File: config.mk
export PLATFORM = sky130hd
export DESIGN_NAME = buf_timer_ch
export DESIGN_NICKNAME = d
export VERILOG_FILES = /design/src/rtl/buf_timer_ch.sv
export SDC_FILE = /design/constraint.sdc
export NUM_CORES = 1
export LEC_CHECK = 0
export BUFFER_PORTS_ARGS = -buffer_cell sky130_fd_sc_hd__clkbuf_2
export CORE_ASPECT_RATIO = 1.2
export CORE_MARGIN = 2
export CORE_UTILIZATION = 40
export CTS_BUF_LIST = sky130_fd_sc_hd__clkbuf_16
export CTS_CLUSTER_SIZE = 40
export DETAILED_ROUTE_END_ITERATION = 8
export SYNTH_ARGS = -nofsm -noshare
export SYNTH_HDL_FRONTEND = slang
export SYNTH_SLANG_ARGS = --single-unit
File: constraint.sdc
create_clock -name clk -period 6.6 [get_ports clk]
set_input_delay 1.98 -clock clk [delete_from_list [all_inputs] [get_ports clk]]
set_output_delay 1.98 -clock clk [all_outputs]
set_load 0.005 [all_outputs]
File: src/rtl/buf_timer_ch.sv
module buf_timer_ch #(
  parameter int W = 16
) (
  input  logic         clk,
  input  logic         rst_n,
  input  logic         wr_en,
  input  logic [2:0]   addr,
  input  logic [W-1:0] wr_data,
  output logic [W-1:0] rd_data,
  input  logic         ext_clk,
  input  logic         cap_a,
  input  logic         cap_b,
  output logic         match_a,
  output logic         match_b
);
  localparam int DW = 3;

  logic [9:0]   ctrl;
  logic [5:0]   ioc;
  logic [W-1:0] cnt, gra, grb, bufa, bufb;
  logic [1:0]   st;
  logic [DW-1:0] div;
  logic [2:0]   ext_s, capa_s, capb_s;

  function automatic logic edge_hit(input logic cur, input logic prev, input logic [1:0] sel);
    case (sel)
      2'b00:   return cur & ~prev;
      2'b01:   return ~cur & prev;
      default: return cur ^ prev;
    endcase
  endfunction

  wire run   = ctrl[0];
  wire [2:0] csel = ctrl[3:1];
  wire [1:0] clr  = ctrl[7:6];
  wire bma   = ctrl[8];
  wire bmb   = ctrl[9];
  wire cm_a  = ioc[0];
  wire cm_b  = ioc[3];

  wire [DW-1:0] dmask = (DW'(1) << csel[1:0]) - DW'(1);
  wire int_tick = (div & dmask) == dmask;
  wire ext_tick = edge_hit(ext_s[1], ext_s[2], ctrl[5:4]);
  wire tick     = run & (csel[2] ? ext_tick : int_tick);

  wire hit_a   = tick & ~cm_a & (cnt == gra);
  wire hit_b   = tick & ~cm_b & (cnt == grb);
  wire clr_now = (clr == 2'b01 & hit_a) | (clr == 2'b10 & hit_b);

  wire cap_ev_a = cm_a & edge_hit(capa_s[1], capa_s[2], ioc[2:1]);
  wire cap_ev_b = cm_b & edge_hit(capb_s[1], capb_s[2], ioc[5:4]);

  wire we_ctrl = wr_en & (addr == 3'd0);
  wire we_ioc  = wr_en & (addr == 3'd1);
  wire we_cnt  = wr_en & (addr == 3'd2);
  wire we_gra  = wr_en & (addr == 3'd3);
  wire we_grb  = wr_en & (addr == 3'd4);
  wire we_bufa = wr_en & (addr == 3'd5);
  wire we_bufb = wr_en & (addr == 3'd6);
  wire we_st   = wr_en & (addr == 3'd7);

  always_ff @(posedge clk or negedge rst_n) begin
    if (!rst_n) begin
      div    <= '0;
      ext_s  <= '0;
      capa_s <= '0;
      capb_s <= '0;
    end else begin
      div    <= div + DW'(1);
      ext_s  <= {ext_s[1:0], ext_clk};
      capa_s <= {capa_s[1:0], cap_a};
      capb_s <= {capb_s[1:0], cap_b};
    end
  end

  always_ff @(posedge clk or negedge rst_n) begin
    if (!rst_n) begin
      ctrl <= '0;
      ioc  <= '0;
    end else begin
      if (we_ctrl) ctrl <= wr_data[9:0];
      if (we_ioc)  ioc  <= wr_data[5:0];
    end
  end

  always_ff @(posedge clk or negedge rst_n) begin
    if (!rst_n)       cnt <= '0;
    else if (we_cnt)  cnt <= wr_data;
    else if (tick)    cnt <= clr_now ? '0 : cnt + 1'b1;
  end

  always_ff @(posedge clk or negedge rst_n) begin
    if (!rst_n) begin
      gra  <= '0;
      bufa <= '0;
    end else begin
      if (we_gra)              gra <= wr_data;
      else if (cap_ev_a)       gra <= cnt;
      else if (hit_a && bma)   gra <= bufa;
      if (we_bufa)             bufa <= wr_data;
      else if (cap_ev_a && bma) bufa <= gra;
    end
  end

  always_ff @(posedge clk or negedge rst_n) begin
    if (!rst_n) begin
      grb  <= '0;
      bufb <= '0;
    end else begin
      if (we_grb)              grb <= wr_data;
      else if (cap_ev_b)       grb <= cnt;
      else if (hit_b && bmb)   grb <= bufb;
      if (we_bufb)             bufb <= wr_data;
      else if (cap_ev_b && bmb) bufb <= grb;
    end
  end

  always_ff @(posedge clk or negedge rst_n) begin
    if (!rst_n) begin
      st      <= '0;
      match_a <= 1'b0;
      match_b <= 1'b0;
    end else begin
      st[0]   <= cap_ev_a | (st[0] & ~(we_st & wr_data[0]));
      st[1]   <= cap_ev_b | (st[1] & ~(we_st & wr_data[1]));
      match_a <= hit_a;
      match_b <= hit_b;
    end
  end

  always_comb begin
    case (addr)
      3'd0:    rd_data = W'(ctrl);
      3'd1:    rd_data = W'(ioc);
      3'd2:    rd_data = cnt;
      3'd3:    rd_data = gra;
      3'd4:    rd_data = grb;
      3'd5:    rd_data = bufa;
      3'd6:    rd_data = bufb;
      default: rd_data = W'(st);
    endcase
  end

  AST_CNT_STEP: assert property (@(posedge clk) disable iff (!rst_n)
    (cnt != $past(cnt)) && !$past(we_cnt) |-> (cnt == $past(cnt) + 1'b1) || (cnt == '0));
  AST_HOLD_STOPPED: assert property (@(posedge clk) disable iff (!rst_n)
    !run && !we_cnt |=> $stable(cnt));
  AST_CLEAR_ON_A: assert property (@(posedge clk) disable iff (!rst_n)
    match_a && $past(clr == 2'b01) && !$past(we_cnt) |-> cnt == '0);
  AST_MATCH_COMPARE_ONLY: assert property (@(posedge clk) disable iff (!rst_n)
    match_a |-> $past(!cm_a));
  AST_RELOAD_A: assert property (@(posedge clk) disable iff (!rst_n)
    match_a && $past(bma && !we_gra) |-> gra == $past(bufa));
  AST_CAP_SHIFT_A: assert property (@(posedge clk) disable iff (!rst_n)
    cap_ev_a && bma && !we_bufa |=> bufa == $past(gra));
  AST_CAP_FLAG_A: assert property (@(posedge clk) disable iff (!rst_n)
    cap_ev_a |=> st[0]);
  AST_CAP_FLAG_B: assert property (@(posedge clk) disable iff (!rst_n)
    cap_ev_b |=> st[1]);
endmodule

==> results.rst <==
.. list-table::
   :header-rows: 1

   * - Metric
     - Value
   * - TritonCTS clock tree
     - done
   * - Area enclosed by the die boundary
     - 18230 um^2
   * - Number of global-route vias before repair
     - 5766
   * - Power per Cell Area
     - 392.7 nW/um^2
   * - Core outline area
     - 16850 um^2
   * - Share of final-layout standard cells stronger than drive strength 1
     - 17.97%
   * - Share of the synthesized area in the top cell type
     - 40.83%
   * - Number of vias per cell
     - 5.998
   * - Total nets after synthesis
     - 746
   * - Fin crit share
     - 87.66%
   * - Cell with the most instances after synthesis
     - dfrtp_1
   * - Commonest cells post-synth
     - dfrtp_1, nand2_1, mux2i_1, o21ai_0, nor2_1
   * - Crit end category
     - output pin
   * - Leakage
     - 3.581 nW
   * - Area growth from synthesis to final layout
     - 9.187%
   * - Clock Latency Late Sink
     - 0.36 ns
   * - Internal Dissipation
     - 1.739 mW
   * - Estimated wirelength of the detail-placed design
     - 15.14 mm
   * - Number of synthesized flops with an enable pin
     - 0
   * - Synth area leader
     - dfrtp_1
   * - Number of buffers added to fix hold violations after cts
     - 0
   * - Total routed wirelength
     - 21.94 mm
   * - Yosys warning total
     - 0
   * - Fillers
     - 1642
   * - Clock sinks
     - 112
   * - Library cells used by synthesis
     - 51
   * - Global-route congestion overflow total
     - 0
   * - First-pass DRT Iterations
     - 5
   * - Ranking of synthesized cells by area
     - dfrtp_1, mux2i_1, mux2_2
   * - FFs w/ async S/R, synth
     - 100.0%
   * - Worst Path Class, Setup
     - input port to output pin
   * - Data arrival, critical path
     - 3.81 ns
   * - Average detailed-routed wire length per instance
     - 23.19 um
   * - CP startpoint kind
     - input port
   * - Remaining DRCs
     - 0
   * - GP Congestion
     - 0.9659
   * - Post-Route Hold Slack
     - 0.3607 ns
   * - Hold Crit Class
     - flip-flop to flip-flop
   * - Switching power of the nets
     - 1.204 mW
   * - Mean area per synthesized cell
     - 9.627 um^2
   * - Maximum capacitance violations
     - 0
   * - Die W
     - 123.6 um
   * - Minimum clock period after layout
     - 5.785 ns
   * - Chip height
     - 147.5 um
   * - IR Drop Worst-Case VDD
     - 0.1576 mV
   * - Mapped Cells
     - 713
   * - Seq/Total Area, Yosys
     - 40.83%
   * - Count of input and output buffers
     - 42
   * - First DRT Iteration DRCs
     - 449
   * - Proportion of total power due to net switching
     - 40.91%
   * - Final hold violations
     - 0
   * - Max clock buf depth
     - 2
   * - Effective utilization at floorplan
     - 40.73%
   * - Total track usage
     - 25.13%
   * - Root buf cell
     - clkbuf_16
   * - CTS clk-pin slew, worst paths
     - 0.08 ns
   * - Slew of the pin with the lowest slew margin
     - 1.287 ns
   * - Maximum level of the CTS H-tree
     - 3
   * - Yosys reg bits
     - 112
   * - Maximum number of pins on one net before global-route repair
     - 60
   * - Minimum setup slack among reg-to-reg paths
     - 3.17 ns
   * - Critical path fanouts, max
     - 24
   * - Sequential power share
     - 45.7%
   * - Initial antenna violation count
     - 1
   * - Top FF cell, synth
     - dfrtp_1
   * - Residual antenna-violating net count after detailed routing
     - 0
   * - Post-synthesis instance area
     - 6864 um^2
   * - Upper clock frequency limit
     - 172.9 MHz
   * - Total clock buffers created by CTS
     - 9
   * - Setup total negative slack
     - 0 ns
   * - Via count of the routed design
     - 5674
   * - Final nets
     - 757
   * - Max-slew headroom at the worst pin
     - 14.20%
   * - I/O pin count
     - 43
   * - Resize count post-CTS
     - 0
   * - Final clock skew
     - 0.009056 ns
   * - Comb pwr share
     - 34.8%
   * - Final-report max-slew violation count
     - 0
   * - Setup violation total in the final timing report
     - 0
   * - First-pass GRT wire length
     - 33.90 mm
   * - Status
     - finished, final reports clean
   * - Setup Buffers After CTS
     - 0
   * - Clock share of power
     - 19.5%
   * - Standard-cell row count
     - 52
   * - Data required, critical path
     - 4.62 ns
   * - Unrepaired setup endpoints after global routing
     - no
power by group through the flow:
stage	Sequential, mW	Combinational (mW)	Clock (mW)
6_report	1.35	1.02	0.575
5_1_grt	1.37	1.13	0.615
4_1_cts	1.34	1.02	0.586
3_5_place_dp	1.35	1.01	0
3_3_place_gp	1.34	0.981	0
2_1_floorplan	1.10	0.877	0
flip-flops by register name, indices dropped and copies added (netlist names):
register  cells
capa_s        3
cnt          16
capb_s        3
st            2
gra          16
bufb         16
div           3
grb          16
ctrl         10
match_b       1
ioc           6
bufa         16
match_a       1
ext_s         3
logic make-up after synthesis:
| kind of cell | synth area share (%) |
|---|---|
| and+or+nand+nor | 12.69 |
| AOI/OAI and AO/OA | 15.20 |
| muxes | 21.14 |
| DFF | 40.83 |
| buffers and inverters | 4.466 |
| xor gates and xnor gates | 4.211 |
| adders and majority gates | 1.458 |
critical path: stages:
cell and delay [ns]:
clkbuf_2 0.39, inv_1 0.35, nor2_1 0.47, a22oi_1 0.16, o22ai_1 0.27, clkbuf_2 0.17
layer usage:
layer / up-vias / wire length, um / GRT usage (%)
li1: 2560 / - / -
met3: 59 / 1147 / 4.205
met4: 0 / 991 / 12.84
met5: - / 0 / 0
met2: 212 / 10470 / 39.59
met1: 2843 / 9333 / 33.08
path summary, 6_finish.rpt:
path,startpoint,endpoint,cells past startpoint
setup reg to reg,cnt[0]$_DFFE_PN0P_,cnt[15]$_DFFE_PN0P_,7
max in group asynchronous,rst_n,bufb[2]$_DFFE_PN0P_,2
hold reg to reg,capa_s[0]$_DFF_PN0_,capa_s[1]$_DFF_PN0_,0
hold / removal,capa_s[0]$_DFF_PN0_,capa_s[1]$_DFF_PN0_,0
min in group asynchronous,rst_n,grb[7]$_DFFE_PN0P_,1
setup / recovery,addr[2],rd_data[6],6
per-stage QoR:
step	setup WS, ns	instance area, um^2	util (%)	power (mW)	std cells
final	0.8146	7495	44.48	2.943	946
after global placement	1.002	7189	42.66	2.324	929
after global routing	0.7257	7495	44.48	3.116	946
after detailed placement	0.9126	7189	42.66	2.358	929
after CTS	0.9126	7492	44.46	2.939	945
after floorplan	1.275	6864	-	1.978	713
placed cells by master, fill, tap and decap left out, types with 2 or more instances in the layout:
master	instances
dfrtp_1	112
nand2_1	89
mux2i_1	76
o21ai_0	68
nor2_1	50
clkbuf_2	41
mux2_2	37
a21oi_1	35
xor2_1	30
a22oi_1	16
inv_1	14
buf_4	13
a221oi_1	10
mux2_4	10
nor3_1	9
clkbuf_16	9
nor2b_1	8
nand3_1	8
nor4_1	8
ha_1	8
o221ai_1	6
and3_1	6
a211oi_1	5
nand3b_1	5
mux4_2	4
a221o_1	4
a31oi_1	4
and2_1	3
o211ai_1	3
nand4_1	3
xnor2_1	3
or2_2	3
mux2_1	3
inv_6	3
o22ai_1	2
nand2b_1	2
final cells by class:
| type | count | area (um^2) | area share [%] |
|---|---|---|---|
| flip-flops and latches | 112 | 2803 | 37.40 |
| inverters | 14 | 52.55 | 0.7012 |
| well taps | 216 | 270.3 | 3.606 |
| clock inverters | 7 | 77.57 | 1.035 |
| multi-input cells | 533 | 3761 | 50.18 |
| diodes | 1 | 2.502 | 0.03339 |
| clock buffers | 9 | 225.2 | 3.005 |
| repair buffers | 54 | 302.8 | 4.040 |
Note: power is estimated with default switching activity, not from simulation.
